File: src/rtl/msi_ring_pkg.sv
package msi_ring_pkg;

  localparam int MIN_LOG   = 15;
  localparam int MAX_LOG   = 18;
  localparam int OFS_W     = MAX_LOG;
  localparam int REC_BYTES = 16;
  localparam int REC_W     = REC_BYTES * 8;
  localparam int ADDR_W    = 64;
  localparam int DATA_W    = 32;
  localparam int REG_AW    = 3;
  localparam int NUM_W     = 16;

  // control bit positions
  localparam int CB_EN   = 0;
  localparam int CB_FDET = 1;
  localparam int CB_OVF  = 2;
  localparam int CB_IE   = 3;
  localparam int CB_STOP = 4;
  localparam int CB_SZ   = 8;

  typedef enum logic [REG_AW-1:0] {
    RA_CTRL    = 3'd0,
    RA_BASE_HI = 3'd3,
    RA_BASE_LO = 3'd4,
    RA_CONS    = 3'd5,
    RA_PROD    = 3'd6
  } reg_addr_e;

  typedef struct packed {
    logic [1:0] size;
    logic       stop;
    logic       ie;
    logic       ovf;
    logic       fdet;
    logic       en;
  } ctrl_t;

  typedef enum logic {WS_IDLE, WS_BUSY} wstate_e;

  // mask that keeps slot-aligned offsets inside the selected ring size
  function automatic logic [OFS_W-1:0] slot_mask(input logic [1:0] code);
    logic [OFS_W:0] span;
    span = (OFS_W+1)'(1) << (MIN_LOG + int'(code));
    return OFS_W'(span - (OFS_W+1)'(1)) & ~OFS_W'(REC_BYTES - 1);
  endfunction

endpackage

File: src/rtl/msi_ring_regs.sv
module msi_ring_regs
  import msi_ring_pkg::*;
(
  input  logic              clk,
  input  logic              rst_n,
  input  logic              reg_we,
  input  logic [REG_AW-1:0] reg_addr,
  input  logic [DATA_W-1:0] reg_wdata,
  input  logic              ovf_set,
  input  logic [OFS_W-1:0]  prod_ofs,
  output ctrl_t             ctrl_q,
  output logic [ADDR_W-1:0] base_q,
  output logic [OFS_W-1:0]  cons_q,
  output logic [DATA_W-1:0] reg_rdata
);

  ctrl_t             ctrl_d;
  logic [ADDR_W-1:0] base_d;
  logic [OFS_W-1:0]  cons_d;
  logic              wr_ctrl, wr_hi, wr_lo, wr_cons;

  always_comb begin
    wr_ctrl = reg_we && (reg_addr == RA_CTRL);
    wr_hi   = reg_we && (reg_addr == RA_BASE_HI);
    wr_lo   = reg_we && (reg_addr == RA_BASE_LO);
    wr_cons = reg_we && (reg_addr == RA_CONS);
  end

  // next state
  always_comb begin
    ctrl_d = ctrl_q;
    if (wr_ctrl) begin
      ctrl_d.en   = reg_wdata[CB_EN];
      ctrl_d.fdet = reg_wdata[CB_FDET];
      ctrl_d.ie   = reg_wdata[CB_IE];
      ctrl_d.stop = reg_wdata[CB_STOP];
      ctrl_d.size = reg_wdata[CB_SZ +: 2];
      if (reg_wdata[CB_OVF]) ctrl_d.ovf = 1'b0;
    end
    if (ovf_set) ctrl_d.ovf = 1'b1;

    base_d = base_q;
    if (wr_hi) base_d[ADDR_W-1:DATA_W] = reg_wdata;
    if (wr_lo) base_d[DATA_W-1:0]      = reg_wdata;

    cons_d = cons_q;
    if (wr_cons) cons_d = reg_wdata[OFS_W-1:0] & slot_mask(ctrl_q.size);
  end

  // registers
  always_ff @(posedge clk or negedge rst_n) begin
    if (!rst_n) begin
      ctrl_q <= '0;
      base_q <= '0;
      cons_q <= '0;
    end else begin
      ctrl_q <= ctrl_d;
      if (wr_hi || wr_lo) base_q <= base_d;
      if (wr_cons)        cons_q <= cons_d;
    end
  end

  // read mux
  always_comb begin
    reg_rdata = '0;
    case (reg_addr)
      RA_CTRL: begin
        reg_rdata[CB_EN]      = ctrl_q.en;
        reg_rdata[CB_FDET]    = ctrl_q.fdet;
        reg_rdata[CB_OVF]     = ctrl_q.ovf;
        reg_rdata[CB_IE]      = ctrl_q.ie;
        reg_rdata[CB_STOP]    = ctrl_q.stop;
        reg_rdata[CB_SZ +: 2] = ctrl_q.size;
      end
      RA_BASE_HI: reg_rdata = base_q[ADDR_W-1:DATA_W];
      RA_BASE_LO: reg_rdata = base_q[DATA_W-1:0];
      RA_CONS:    reg_rdata = DATA_W'(cons_q);
      RA_PROD:    reg_rdata = DATA_W'(prod_ofs);
      default:    reg_rdata = '0;
    endcase
  end

endmodule

File: src/rtl/msi_ring_writer.sv
module msi_ring_writer
  import msi_ring_pkg::*;
(
  input  logic              clk,
  input  logic              rst_n,
  input  ctrl_t             ctrl,
  input  logic [ADDR_W-1:0] base,
  input  logic [OFS_W-1:0]  cons_ofs,
  input  logic              msg_valid,
  input  logic [NUM_W-1:0]  msg_num,
  output logic              msg_ready,
  output logic              mem_req,
  output logic [ADDR_W-1:0] mem_addr,
  output logic [REC_W-1:0]  mem_data,
  input  logic              mem_ack,
  output logic [OFS_W-1:0]  prod_q,
  output logic              ovf_set
);

  wstate_e           st_q, st_d;
  logic [OFS_W-1:0]  prod_d;
  logic [NUM_W-1:0]  num_q, num_d;
  logic [ADDR_W-1:0] addr_q, addr_d;
  logic [OFS_W-1:0]  next_slot;
  logic              full, blocked, accept;

  always_comb begin
    next_slot = (prod_q + OFS_W'(REC_BYTES)) & slot_mask(ctrl.size);
    full      = (next_slot == cons_ofs);
    blocked   = ctrl.fdet && full;
    msg_ready = (st_q == WS_IDLE) && ctrl.en && !(blocked && ctrl.stop);
    accept    = msg_valid && msg_ready;
  end

  // next state
  always_comb begin
    st_d    = st_q;
    prod_d  = prod_q;
    num_d   = num_q;
    addr_d  = addr_q;
    ovf_set = 1'b0;
    case (st_q)
      WS_IDLE: begin
        if (accept) begin
          if (blocked) begin
            ovf_set = 1'b1;
          end else begin
            st_d   = WS_BUSY;
            num_d  = msg_num;
            addr_d = base + ADDR_W'(prod_q);
          end
        end
      end
      WS_BUSY: begin
        if (mem_ack) begin
          prod_d = next_slot;
          st_d   = WS_IDLE;
        end
      end
      default: st_d = WS_IDLE;
    endcase
  end

  // registers
  always_ff @(posedge clk or negedge rst_n) begin
    if (!rst_n) begin
      st_q   <= WS_IDLE;
      prod_q <= '0;
      num_q  <= '0;
      addr_q <= '0;
    end else begin
      st_q <= st_d;
      if (st_q == WS_BUSY && mem_ack) prod_q <= prod_d;
      if (st_q == WS_IDLE && accept) begin
        num_q  <= num_d;
        addr_q <= addr_d;
      end
    end
  end

  always_comb begin
    mem_req  = (st_q == WS_BUSY);
    mem_addr = addr_q;
    mem_data = {{(REC_W-NUM_W){1'b0}}, num_q};
  end

endmodule

File: src/rtl/msi_ring_irq.sv
module msi_ring_irq
  import msi_ring_pkg::*;
(
  input  logic             clk,
  input  logic             rst_n,
  input  logic             en,
  input  logic             ie,
  input  logic [OFS_W-1:0] cons_ofs,
  input  logic [OFS_W-1:0] prod_ofs,
  output logic             irq_q
);

  logic irq_d;

  always_comb irq_d = en && ie && (cons_ofs != prod_ofs);

  always_ff @(posedge clk or negedge rst_n) begin
    if (!rst_n) irq_q <= 1'b0;
    else        irq_q <= irq_d;
  end

endmodule

File: src/rtl/msi_ring_collector.sv
module msi_ring_collector
  import msi_ring_pkg::*;
(
  input  logic              clk,
  input  logic              rst_n,
  input  logic              reg_we,
  input  logic [REG_AW-1:0] reg_addr,
  input  logic [DATA_W-1:0] reg_wdata,
  output logic [DATA_W-1:0] reg_rdata,
  input  logic              msg_valid,
  input  logic [NUM_W-1:0]  msg_num,
  output logic              msg_ready,
  output logic              mem_req,
  output logic [ADDR_W-1:0] mem_addr,
  output logic [REC_W-1:0]  mem_data,
  input  logic              mem_ack,
  output logic              irq_out
);

  logic [1:0]        rst_sync;
  logic              rst_n_int;
  ctrl_t             ctrl_q;
  logic [ADDR_W-1:0] base_q;
  logic [OFS_W-1:0]  cons_ofs, prod_ofs;
  logic              ovf_set;

  // asynchronous assert, synchronous release
  always_ff @(posedge clk or negedge rst_n) begin
    if (!rst_n) rst_sync <= 2'b00;
    else        rst_sync <= {rst_sync[0], 1'b1};
  end
  assign rst_n_int = rst_sync[1];

  msi_ring_regs u_regs (
    .clk       (clk),
    .rst_n     (rst_n_int),
    .reg_we    (reg_we),
    .reg_addr  (reg_addr),
    .reg_wdata (reg_wdata),
    .ovf_set   (ovf_set),
    .prod_ofs  (prod_ofs),
    .ctrl_q    (ctrl_q),
    .base_q    (base_q),
    .cons_q    (cons_ofs),
    .reg_rdata (reg_rdata)
  );

  msi_ring_writer u_writer (
    .clk       (clk),
    .rst_n     (rst_n_int),
    .ctrl      (ctrl_q),
    .base      (base_q),
    .cons_ofs  (cons_ofs),
    .msg_valid (msg_valid),
    .msg_num   (msg_num),
    .msg_ready (msg_ready),
    .mem_req   (mem_req),
    .mem_addr  (mem_addr),
    .mem_data  (mem_data),
    .mem_ack   (mem_ack),
    .prod_q    (prod_ofs),
    .ovf_set   (ovf_set)
  );

  msi_ring_irq u_irq (
    .clk      (clk),
    .rst_n    (rst_n_int),
    .en       (ctrl_q.en),
    .ie       (ctrl_q.ie),
    .cons_ofs (cons_ofs),
    .prod_ofs (prod_ofs),
    .irq_q    (irq_out)
  );

endmodule

File: config.mk
export PLATFORM = sky130hd
export DESIGN_NAME = msi_ring_collector
export DESIGN_NICKNAME = d
export VERILOG_FILES = /design/src/rtl/msi_ring_pkg.sv /design/src/rtl/msi_ring_regs.sv /design/src/rtl/msi_ring_writer.sv /design/src/rtl/msi_ring_irq.sv /design/src/rtl/msi_ring_collector.sv
export SDC_FILE = /design/constraint.sdc
export NUM_CORES = 1
export LEC_CHECK = 0
export BUFFER_PORTS_ARGS = -buffer_cell sky130_fd_sc_hd__buf_4
export CAP_MARGIN = 10
export CORE_MARGIN = 4
export CORE_UTILIZATION = 30
export CTS_CLUSTER_SIZE = 40
export DETAILED_ROUTE_END_ITERATION = 8
export PLACE_DENSITY = 0.6
export REMOVE_ABC_BUFFERS = 1
export SETUP_SLACK_MARGIN = 0.02
export SYNTH_ARGS = -nofsm -noshare
export SYNTH_HDL_FRONTEND = slang
export SYNTH_HIERARCHICAL = 1
export SYNTH_SLANG_ARGS = --single-unit
File: constraint.sdc
create_clock -name clk -period 6.9 [get_ports clk]
set_input_delay 1.38 -clock clk [delete_from_list [all_inputs] [get_ports clk]]
set_output_delay 1.38 -clock clk [all_outputs]
set_load 0.1 [all_outputs]
==> results of run 1 <==
-- final cells by class --
class / instances / share of cell area, %
timing repair buffer: 178 / 10.38
inverter: 13 / 0.3756
tap: 468 / 4.507
sequential: 183 / 35.28
clock buffer: 19 / 3.332
clock inverter: 13 / 1.483
multi-input combinational: 785 / 44.64
-- through the flow --
stage / cells / instance area [um^2] / hold WS, ns / power [mW] / setup WS, ns
floorplan: 981 / 10420 / 0.3312 / 4.711 / 1.423
global placement: 1627 / 12370 / 0.3334 / 5.549 / 2.364
detailed placement: 1627 / 12370 / 0.3347 / 5.575 / 2.253
CTS: 1659 / 12990 / 0.3470 / 6.679 / 1.756
global route: 1659 / 12990 / 0.3512 / 6.902 / 1.386
finish: 1659 / 12990 / 0.3476 / 6.617 / 1.768
-- synthesized netlist by cell type (4+ instances only) --
cell,n,area (um^2)
a211oi_1,4,30.03
a21o_1,7,52.55
a21oi_1,21,105.1
a22o_1,17,148.9
a22oi_1,4,30.03
a32oi_1,11,96.34
and2_1,6,37.54
and3_1,9,56.30
and4_1,13,113.9
buf_2,11,55.05
buf_4,122,915.9
buf_6,11,123.9
clkbuf_1,16,60.06
dfrtp_1,183,4579
ha_1,19,237.7
inv_1,13,48.80
mux2_1,11,123.9
mux2_2,143,1610
mux2_4,9,135.1
mux2i_1,9,90.09
nand2_1,62,232.7
nand2b_1,11,68.82
nand3_1,35,175.2
nand4_1,24,150.1
nor2_1,29,108.9
nor2b_1,10,62.56
nor3_1,11,55.05
nor4_1,8,50.05
o21ai_0,36,180.2
o22ai_1,5,31.28
xnor2_1,72,630.6
xor2_1,19,166.4
-- power groups by stage --
stage / clock, mW / sequential (mW) / combinational, mW
finish: 1.07 / 1.79 / 3.76
global route: 1.15 / 1.85 / 3.90
CTS: 1.11 / 1.79 / 3.78
detailed placement: 0 / 1.81 / 3.76
global placement: 0 / 1.80 / 3.75
floorplan: 0 / 3.44 / 1.27
-- layer usage --
| metal | up-vias | track usage [%] | wire [um] |
|---|---|---|---|
| met3 | 25 | 3.166 | 1750 |
| met1 | 4003 | 22.37 | 15540 |
| li1 | 3755 | - | - |
| met5 | - | 0 | 0 |
| met2 | 285 | 25.43 | 15200 |
| met4 | 0 | 4.720 | 609 |
-- placed cells by master, fill, tap and decap left out, types with 13 or more instances in the layout --
cell type    n
a21oi_1     20
a22o_1      17
and4_1      13
buf_4      177
clkbuf_16   17
conb_1     121
dfrtp_1    182
ha_1        19
inv_1       13
mux2_2     143
nand2_1     62
nand3_1     35
nand4_1     24
nor2_1      29
o21ai_0     36
xnor2_1     72
xor2_1      19
-- cell families after synthesis --
| kind of cell | share of synthesized area (%) |
|---|---|
| simple gates | 12.72 |
| flops | 41.08 |
| buf+inv | 10.92 |
| mux | 17.58 |
| compound gates | 8.148 |
| xor+xnor | 7.149 |
| fa+ha+maj | 2.312 |
| other cells | 0.1010 |
-- sequential cells by signal, summed over array words and instances, names as in the netlist --
signal	cells
rst_sync	2
u_irq/irq_q	1
u_regs/base_q	64
u_regs/cons_q	14
u_regs/ctrl_q	7
u_writer/mem_addr	64
u_writer/mem_req	1
u_writer/num_q	16
u_writer/prod_q	14
-- worst reg2reg max path, stage by stage (launching register included) --
cell and delay (ns):
dfrtp_1 0.61, ha_1 0.32, inv_1 0.07, fa_1 0.41, nand2b_1 0.19, a21oi_1 0.14
a211oi_1 0.13, o311ai_0 0.66, a31o_2 0.68, nand4_1 0.25, xnor2_1 0.19, mux2_2 0.26
-- worst min path at each step --
stage                     depth (start not counted)         from           to  slack [ns]
after global routing                              0  rst_sync[0]  rst_sync[1]        0.35
after CTS                                         0  rst_sync[0]  rst_sync[1]        0.35
after floorplan                                   0  rst_sync[0]  rst_sync[1]        0.33
after global placement                            0  rst_sync[0]  rst_sync[1]        0.33
after detailed placement                          0  rst_sync[0]  rst_sync[1]        0.33
final                                             0  rst_sync[0]  rst_sync[1]        0.35
==> impl_metrics.py, run 1 <==
metrics = {
    "pwr": {
        "ir_drop_mv": 0.3246,
        "switchingPower_mw": 3.667,
        "powerDensity_nw_per_um2": 509.3,
        "intPower_mw": 2.950,
        "switching_share_pct": 55.42,
        "power_frac_comb_pct": 56.8,
        "clkPwrFrac_pct": 16.2,
        "leakagePower_nw": 5.740,
        "seq_power_share_pct": 27.0,
    },
    "critical_path": {
        "crit_cells": 10,
        "crit_end": "msg_ready",
        "cp.arrival_ns": 3.75,
        "reg2reg_depth": 11,
        "worstSetupPathType": "reg -> out",
        "crit_slowest_cell": "ha_1",
        "r2r_start": "u_writer/prod_q[4]",
        "path_cells": "nor2_1 -> ha_1 -> nor2_1 -> xor2_1 -> nor4_1 -> nor4bb_1 -> o2111ai_1 -> nor4_4 -> a21oi_1 -> buf_4",
        "r2r-end": "u_writer/mem_addr[62]",
        "crit_required_ns": 5.52,
        "cp-start-kind": "flip-flop",
        "crit_top_cell": "nor2_1",
        "end_kind": "output pin",
        "crit_fanout": 15,
        "worstSetupStartpoint": "u_regs/ctrl_q[6]",
        "cp_slowest_stage_delay_ns": 0.59,
        "reg2reg_setup_slack_ns": 2.88,
        "cp_num_buf_inv": 1,
        "crit_family": "simple AND/OR/NAND/NOR gates",
    },
    "die": {
        "die-area_um2": 40310,
        "rows": 70,
        "initial_utilization_pct": 30.45,
        "fp.dieW_um": 200.8,
        "fp.dieH_um": 200.8,
        "core_area_um2": 36610,
        "io_pins": 283,
    },
    "drt": {
        "wl_um": 33110,
        "ant_nets": 0,
        "drcViolationCount": 0,
        "viasPerCell": 4.863,
        "drt-initial-drc-count": 517,
        "detail_route.wl_per_cell_um": 19.96,
        "vias": 8068,
        "dr.pass1.iters": 5,
    },
    "clock_network": {
        "postCtsSetupBuffers": 0,
        "path_clk_slew_ns": 0.07,
        "clock_latency_ns": 0.45,
        "cts_sinks": 183,
        "htreeDepth": 4,
        "clockBufferDepth": 2,
        "cts_buffers": 17,
        "post_cts_resized": 0,
        "cts_tree": "done",
        "cts_hold_buffers": 0,
        "cts_root_buffer": "clkbuf_16",
    },
    "synth": {
        "synthCells": 1026,
        "ys.warnings.count": 6,
        "synth_edf_count": 0,
        "synthFlopType": "dfrtp_1",
        "syn_area_per_cell_um2": 10.87,
        "yosysSeqAreaShare_pct": 41.08,
        "async_reset_ff_share_pct": 100.0,
        "ys_ff_latch": 183,
        "netlist_area_um2": 11150,
        "ys_types": 72,
    },
    "final_layout": {
        "ff_latch_area_um2": 4583,
        "final_layout_size_suffix_gt1_share_pct": 31.74,
        "fillCellCount": 3634,
        "syn2layout_area_growth_pct": 16.53,
        "diodes": 0,
        "multiInputGateArea_um2": 5799,
        "final_core_util_pct": 35.49,
        "fin_nets": 1254,
    },
    "sta": {
        "fmax_mhz": 194.9,
        "max_slew.worst_pin.slew_ns": 1.018,
        "finalSetupTns_ns": 0,
        "fin_skew_ns": 0.01362,
        "finalSetupViolations": 0,
        "min_period_ns": 5.132,
        "rsz0062_at_grt": "no",
        "slew_headroom_pct": 32.09,
        "drv_slew": 0,
        "fin_crit_sh_pct": 74.38,
        "finalHoldViolCount": 0,
    },
    "flow_run": {
        "cap_violations": 0,
    },
    "status": {
        "outcome": "completed",
    },
    "grt": {
        "grt_pass1_wl_um": 50200,
        "track_usage_pct": 16.05,
        "grt_max_degree": 71,
        "grt_pass1_vias": 7923,
        "grt_overflow": 0,
        "antenna_found_initial": 0,
    },
    "placement": {
        "place_hpwl_um": 24330,
        "gp_congestion": 0.9051,
        "io_buffers": 170,
    },
    "hold_path": {
        "hold_path_class": "reg -> reg",
    },
}
Note: power is estimated with default switching activity, not from simulation.
==> inputs of run 2 (changes only) <==
- ABC_AREA: default -> 1
- PLACE_DENSITY: 0.6 -> 0.61
- clock period: 6.9 -> 4.12 ns (I/O delays scaled with it)
==> run 2 against run 1 <==
Synthesized cell count rose by 66%. First-iteration DRC count rose by 110%. Power grew 54%. Sequential share of layout area shrank 2.4 points. Highest routed layer unchanged.
==> impl_metrics.py, run 2 <==
metrics = {
    "placement": {
        "placed_cell_area_um2": 13370,
        "place_ws_ns": 0.7442,
        "io_buffers": 170,
        "place_hpwl_um": 31970,
        "gp_congestion": 0.8987,
    },
    "sta": {
        "fin_ws_ns": 0.3970,
        "finalSetupTns_ns": 0,
        "drv_slew": 0,
        "min_period_ns": 3.723,
        "fin_crit_sh_pct": 90.36,
        "fmax_mhz": 268.6,
        "slew_headroom_pct": 44.17,
        "finalSetupViolations": 0,
        "fin_skew_ns": 0.01233,
        "finalHoldViolCount": 0,
        "max_slew.worst_pin.slew_ns": 0.8354,
        "rsz0062_at_grt": "no",
    },
    "die": {
        "io_pins": 283,
        "rows": 73,
        "initial_utilization_pct": 30.47,
        "die-area_um2": 43730,
        "fp.dieW_um": 209.1,
        "core_area_um2": 39820,
        "fp.dieH_um": 209.1,
    },
    "synth": {
        "synth_common_cells": "643 x nand2_1, 183 x dfrtp_1, 167 x inv_1",
        "synthCells": 1706,
        "yosysMostFrequentCell": "nand2_1",
        "yosysSeqAreaShare_pct": 37.74,
        "ys.warnings.count": 6,
        "synth_edf_count": 0,
        "ys_ff_latch": 183,
        "synthFlopType": "dfrtp_1",
        "async_reset_ff_share_pct": 100.0,
        "netlist_area_um2": 12140,
        "syn_area_per_cell_um2": 7.113,
        "synth_top_area_cell": "dfrtp_1",
        "synth_top_area_share_pct": 37.74,
        "ys_types": 46,
        "synthTopCellsByArea": "dfrtp_1 38%, nand2_1 20%, buf_4 7.9%, inv_1 5.2%, nand4_1 3.5%",
    },
    "grt": {
        "track_usage_pct": 18.38,
        "grt_overflow": 0,
        "antenna_found_initial": 0,
        "grt_max_degree": 101,
        "grt_pass1_wl_um": 63210,
        "grt_pass1_vias": 10800,
    },
    "hold_path": {
        "hold_path_class": "in -> async",
    },
    "drt": {
        "viasPerCell": 4.685,
        "drt-initial-drc-count": 1069,
        "ant_nets": 0,
        "vias": 11226,
        "drcViolationCount": 0,
        "wl_um": 41360,
        "dr.pass1.iters": 6,
        "detail_route.wl_per_cell_um": 17.26,
    },
    "critical_path": {
        "end_kind": "output pin",
        "worstSetupPathType": "reg -> out",
        "crit_fanout": 9,
        "r2r_start": "u_regs/ctrl_q[6]",
        "crit_required_ns": 3.30,
        "cp.arrival_ns": 2.90,
        "worstSetupStartpoint": "u_regs/ctrl_q[6]",
        "cp-start-kind": "flip-flop",
    },
    "pwr": {
        "switching_share_pct": 58.27,
        "leakagePower_nw": 7.135,
        "switchingPower_mw": 5.943,
        "power_frac_comb_pct": 54.9,
        "intPower_mw": 4.256,
        "total_power_mw": 10.20,
        "clkPwrFrac_pct": 16.4,
        "powerDensity_nw_per_um2": 731.0,
        "seq_power_share_pct": 28.7,
        "ir_drop_mv": 0.3880,
    },
    "clock_network": {
        "postCtsSetupBuffers": 0,
        "clockBufferDepth": 2,
        "cts_hold_buffers": 0,
        "cts_sinks": 183,
        "clock_latency_ns": 0.45,
        "cts_tree": "done",
        "post_cts_resized": 0,
        "cts_root_buffer": "clkbuf_16",
        "htreeDepth": 4,
        "cts_buffers": 17,
        "path_clk_slew_ns": 0.08,
    },
    "final_layout": {
        "diodes": 0,
        "final_layout_size_suffix_gt1_share_pct": 13.15,
        "fillCellCount": 4395,
        "syn2layout_area_growth_pct": 14.96,
        "layout_common_cells": "643 x nand2_1, 182 x dfrtp_1, 180 x buf_4",
        "fin_nets": 1934,
        "final_core_util_pct": 35.03,
        "final_area_um2": 13950,
        "final_common_cell": "nand2_1",
    },
    "flow_run": {
        "cap_violations": 0,
    },
    "status": {
        "outcome": "completed",
    },
}
==> run 2: cell types whose count changed after synthesis, moves of 13 or more <==
cell	change
a22o_1	-17
and4_1	-13
inv_1	+154
mux2_2	-143
nand2_1	+581
nand3_1	+39
nand4_1	+44
nor2_1	+81
o21ai_1	+77
xnor2_1	-46
xor2_1	+19
==> run 2: power groups by stage <==
stage,registers [mW],clock network (mW),logic [mW]
after floorplan,5.42,0,1.76
final,2.93,1.67,5.60
after CTS,2.94,1.73,5.63
after global placement,2.96,0,5.60
after global routing,3.01,1.79,5.88
after detailed placement,2.97,0,5.61
==> run 2: critical path, cell delays in order (launching register included) <==
cell and delay (ns):
dfrtp_1 0.50, nor2_1 0.13, ha_1 0.25, inv_1 0.19
nand2_1 0.09, nand2_1 0.06, nand2_1 0.06, inv_1 0.07
nand3_1 0.07, nor2_1 0.09, nand2_1 0.05, nor2_1 0.09
nand2_1 0.06, nor2_2 0.15, nand4_2 0.17, nand2_1 0.10
inv_1 0.07, buf_4 0.23
==> run 2: per-stage QoR <==
stage / std cells / hold slack, ns
after floorplan: 1657 / 0.3312
after global placement: 2364 / 0.2999
after detailed placement: 2364 / 0.3087
after CTS: 2396 / 0.1090
after global routing: 2396 / 0.1071
final: 2396 / 0.1343
==> run 2: metal layers <==
metal / part of all wire (%) / routed length (um) / vias up / GRT usage, %
met3: 6.3 / 2610 / 48 / 3.603
met2: 47 / 19600 / 395 / 30.29
met1: 44 / 18230 / 5316 / 24.81
met5: 0 / 0 / - / 0
met4: 2.2 / 916 / 0 / 4.905
li1: - / - / 5467 / -
==> run 2: area by class of cell <==
class                           count  area [um^2]  share of cell area, %
Clock buffer                       17        425.4                  3.049
Timing Repair Buffer              182         1391                  9.973
Sequential cell                   183         4583                  32.85
Clock inverter                     15        155.1                  1.112
Inverter                          172        645.6                  4.628
Multi-Input combinational cell   1302         6093                  43.68
Tap cell                          525        656.9                  4.709
==> run 2: path summary, 6_finish.rpt <==
kind | endpoint | slack [ns] | cells after the start
hold / removal | rst_sync[1] | 0.13 | 1
max in group asynchronous | u_writer/mem_addr[9] | 2.72 | 1
min in group clk | rst_sync[1] | 0.36 | 0
setup reg to reg | u_writer/mem_addr[5] | 0.92 | 19
hold reg to reg | u_writer/mem_addr[0] | 0.29 | 0
setup / recovery | msg_ready | 0.40 | 17
==> run 2: cell families after synthesis <==
kind of cell               count (synthesis)  share of synthesized area, %
xor gates and xnor gates                  64                         4.619
AOI/OAI and AO/OA                        150                         6.650
buffers and inverters                    339                         15.70
other                                      3                       0.09279
adders and majority gates                 20                         2.124
DFF                                      183                         37.74
and+or+nand+nor                          947                         33.08
==> inputs of run 3 (changes only) <==
- PLACE_DENSITY: 0.61 -> 0.62
- SYNTH_HIERARCHICAL: 1 -> default
==> run 3 against run 2 <==
Via count down 6.5%. Synthesized cell count down 7.9%. First-iteration DRC count down 22%. Global-route usage up 0.44 points. Combinational power down 4%. Highest routed layer unchanged.
==> impl_metrics.py, run 3 <==
metrics = {
    "grt": {
        "grt_pass1_wl_um": 60640,
        "grt_pass1_vias": 10189,
        "antenna_found_initial": 0,
        "grt_overflow": 0,
        "grt_max_degree": 108,
        "track_usage_pct": 18.82,
    },
    "status": {
        "outcome": "completed",
    },
    "sta": {
        "drv_slew": 0,
        "fmax_mhz": 260.8,
        "fin_skew_ns": 0.01658,
        "max_slew.worst_pin.slew_ns": 0.9452,
        "rsz0062_at_grt": "no",
        "slew_headroom_pct": 36.83,
        "hold_ws_ns": 0.1159,
        "finalHoldViolCount": 0,
        "finalSetupViolations": 0,
        "min_period_ns": 3.834,
        "fin_crit_sh_pct": 93.06,
    },
    "drt": {
        "drcViolationCount": 0,
        "vias": 10492,
        "viasPerCell": 4.649,
        "dr.pass1.iters": 5,
        "ant_nets": 0,
        "detail_route.wl_per_cell_um": 17.44,
        "drt-initial-drc-count": 834,
        "wl_um": 39360,
    },
    "critical_path": {
        "worstSetupPathType": "reg -> out",
        "crit_required_ns": 3.30,
        "crit_fanout": 10,
        "cp.arrival_ns": 3.01,
        "end_kind": "output pin",
        "cp-start-kind": "flip-flop",
    },
    "clock_network": {
        "clock_latency_ns": 0.45,
        "clockBufferDepth": 2,
        "cts_sinks": 183,
        "cts_root_buffer": "clkbuf_16",
        "cts_tree": "done",
        "postCtsSetupBuffers": 0,
        "cts_buffers": 17,
        "cts_hold_buffers": 0,
        "htreeDepth": 4,
        "path_clk_slew_ns": 0.08,
        "post_cts_resized": 0,
    },
    "synth": {
        "ys.warnings.count": 0,
        "synth_top_area_share_pct": 39.86,
        "yosysMostFrequentCell": "nand2_1",
        "syn_area_per_cell_um2": 7.308,
        "synth_edf_count": 0,
        "netlist_area_um2": 11490,
        "synthTopCellsByArea": "dfrtp_1 40%, nand2_1 17%, buf_4 7.8%, o21ai_0 5.5%, inv_1 5.5%",
        "synth_common_cells": "527 x nand2_1, 183 x dfrtp_1, 169 x inv_1",
        "ys_types": 42,
        "ys_ff_latch": 183,
        "synthFlopType": "dfrtp_1",
        "async_reset_ff_share_pct": 100.0,
        "synth_top_area_cell": "dfrtp_1",
        "synthCells": 1572,
        "yosysSeqAreaShare_pct": 39.86,
    },
    "placement": {
        "gp_congestion": 0.9858,
        "place_hpwl_um": 30980,
        "io_buffers": 170,
    },
    "final_layout": {
        "layout_common_cells": "527 x nand2_1, 182 x dfrtp_1, 180 x buf_4",
        "ff_latch_area_um2": 4583,
        "syn2layout_area_growth_pct": 17.51,
        "diodes": 0,
        "fin_nets": 1807,
        "final_core_util_pct": 35.76,
        "multiInputGateArea_um2": 5594,
        "final_layout_size_suffix_gt1_share_pct": 13.23,
        "fillCellCount": 4095,
        "final_common_cell": "nand2_1",
    },
    "pwr": {
        "leakagePower_nw": 6.871,
        "intPower_mw": 4.190,
        "clkPwrFrac_pct": 17.2,
        "powerDensity_nw_per_um2": 734.5,
        "switchingPower_mw": 5.726,
        "ir_drop_mv": 0.3125,
        "power_frac_comb_pct": 54.4,
        "switching_share_pct": 57.75,
        "seq_power_share_pct": 28.4,
    },
    "hold_path": {
        "hold_path_class": "reg -> async",
    },
    "die": {
        "io_pins": 283,
        "die-area_um2": 41490,
        "rows": 71,
        "fp.dieH_um": 203.7,
        "core_area_um2": 37760,
        "initial_utilization_pct": 30.43,
        "fp.dieW_um": 203.7,
    },
    "flow_run": {
        "cap_violations": 0,
    },
}
==> run 3: changes by cell type after synthesis, moves of 16 or more <==
cell	change
buf_2	-16
clkbuf_1	+19
nand2_1	-116
nand4_1	-28
nor2_1	-17
o21ai_0	+92
o21ai_1	-74
o22ai_1	+19
xnor2_1	-21
xor2_1	+18
==> run 3: logic make-up after synthesis <==
group / count (synthesis) / synth area share, %
simple gates: 781 / 28.48
buf+inv: 326 / 15.14
compound gates: 201 / 9.780
flops: 183 / 39.86
xor+xnor: 61 / 4.650
fa+ha+maj: 18 / 2.026
other cells: 2 / 0.06537
==> run 3: final timing paths <==
path / startpoint / slack [ns] / endpoint / depth (start not counted)
min in group clk: rst_sync[0] / 0.36 / rst_sync[1] / 0
worst max register to register: u_writer.prod_q[6] / 0.92 / u_writer.mem_addr[35] / 13
worst min-delay path: rst_sync[1] / 0.12 / u_writer.mem_addr[0] / 0
worst min register to register: rst_sync[1] / 0.12 / u_writer.mem_addr[0] / 0
max in group asynchronous: rst_sync[1] / 3.17 / u_writer.num_q[3] / 1
worst max-delay path: u_regs.ctrl_q[5] / 0.29 / msg_ready / 14
==> run 3: routing by layer <==
metal / vias up / share of wire, % / track usage [%]
met4: 0 / 2.1 / 4.722
met1: 4962 / 47 / 27.32
met5: - / 0 / 0
met2: 358 / 45 / 28.90
li1: 5130 / - / -
met3: 42 / 5.9 / 3.705
==> run 3: critical path, stage by stage, from the launching register on <==
cell and delay, ns:
dfrtp_1 0.43, nor2_1 0.22, ha_1 0.32, clkinv_1 0.31
nand3_1 0.20, nand2_1 0.06, nand2_1 0.07, nand3_1 0.09
nor2_1 0.10, nand3_1 0.12, nor2_2 0.14, nand3_2 0.15
nand2_1 0.09, inv_1 0.04, buf_4 0.22
==> run 3: power groups by stage <==
stage                     sequential [mW]  combinational [mW]  clock, mW
after floorplan                      5.25                1.71          0
after global placement               2.84                5.39          0
after detailed placement             2.85                5.41          0
after CTS                            2.81                5.42       1.75
after global routing                 2.90                5.67       1.82
final                                2.82                5.40       1.70
==> run 3: cell type report <==
type,instances,area share (%)
Multi-Input combinational cell,1174,41.44
Inverter,173,4.810
Clock inverter,15,1.316
Timing Repair Buffer,184,10.60
Tap cell,511,4.736
Clock buffer,17,3.151
Sequential cell,183,33.95
==> run 3: metrics by stage <==
step                      power, mW  std cells  setup WS [ns]  cell area, um^2  setup TNS, ns
after floorplan               6.963       1530         -1.357            10820        -258.78
after global placement        8.232       2225         0.7266            12900              0
after detailed placement      8.255       2225         0.7515            12900              0
after CTS                     9.985       2257         0.2605            13500              0
after global routing          10.39       2257        0.07072            13500              0
final                         9.916       2257         0.2861            13500              0
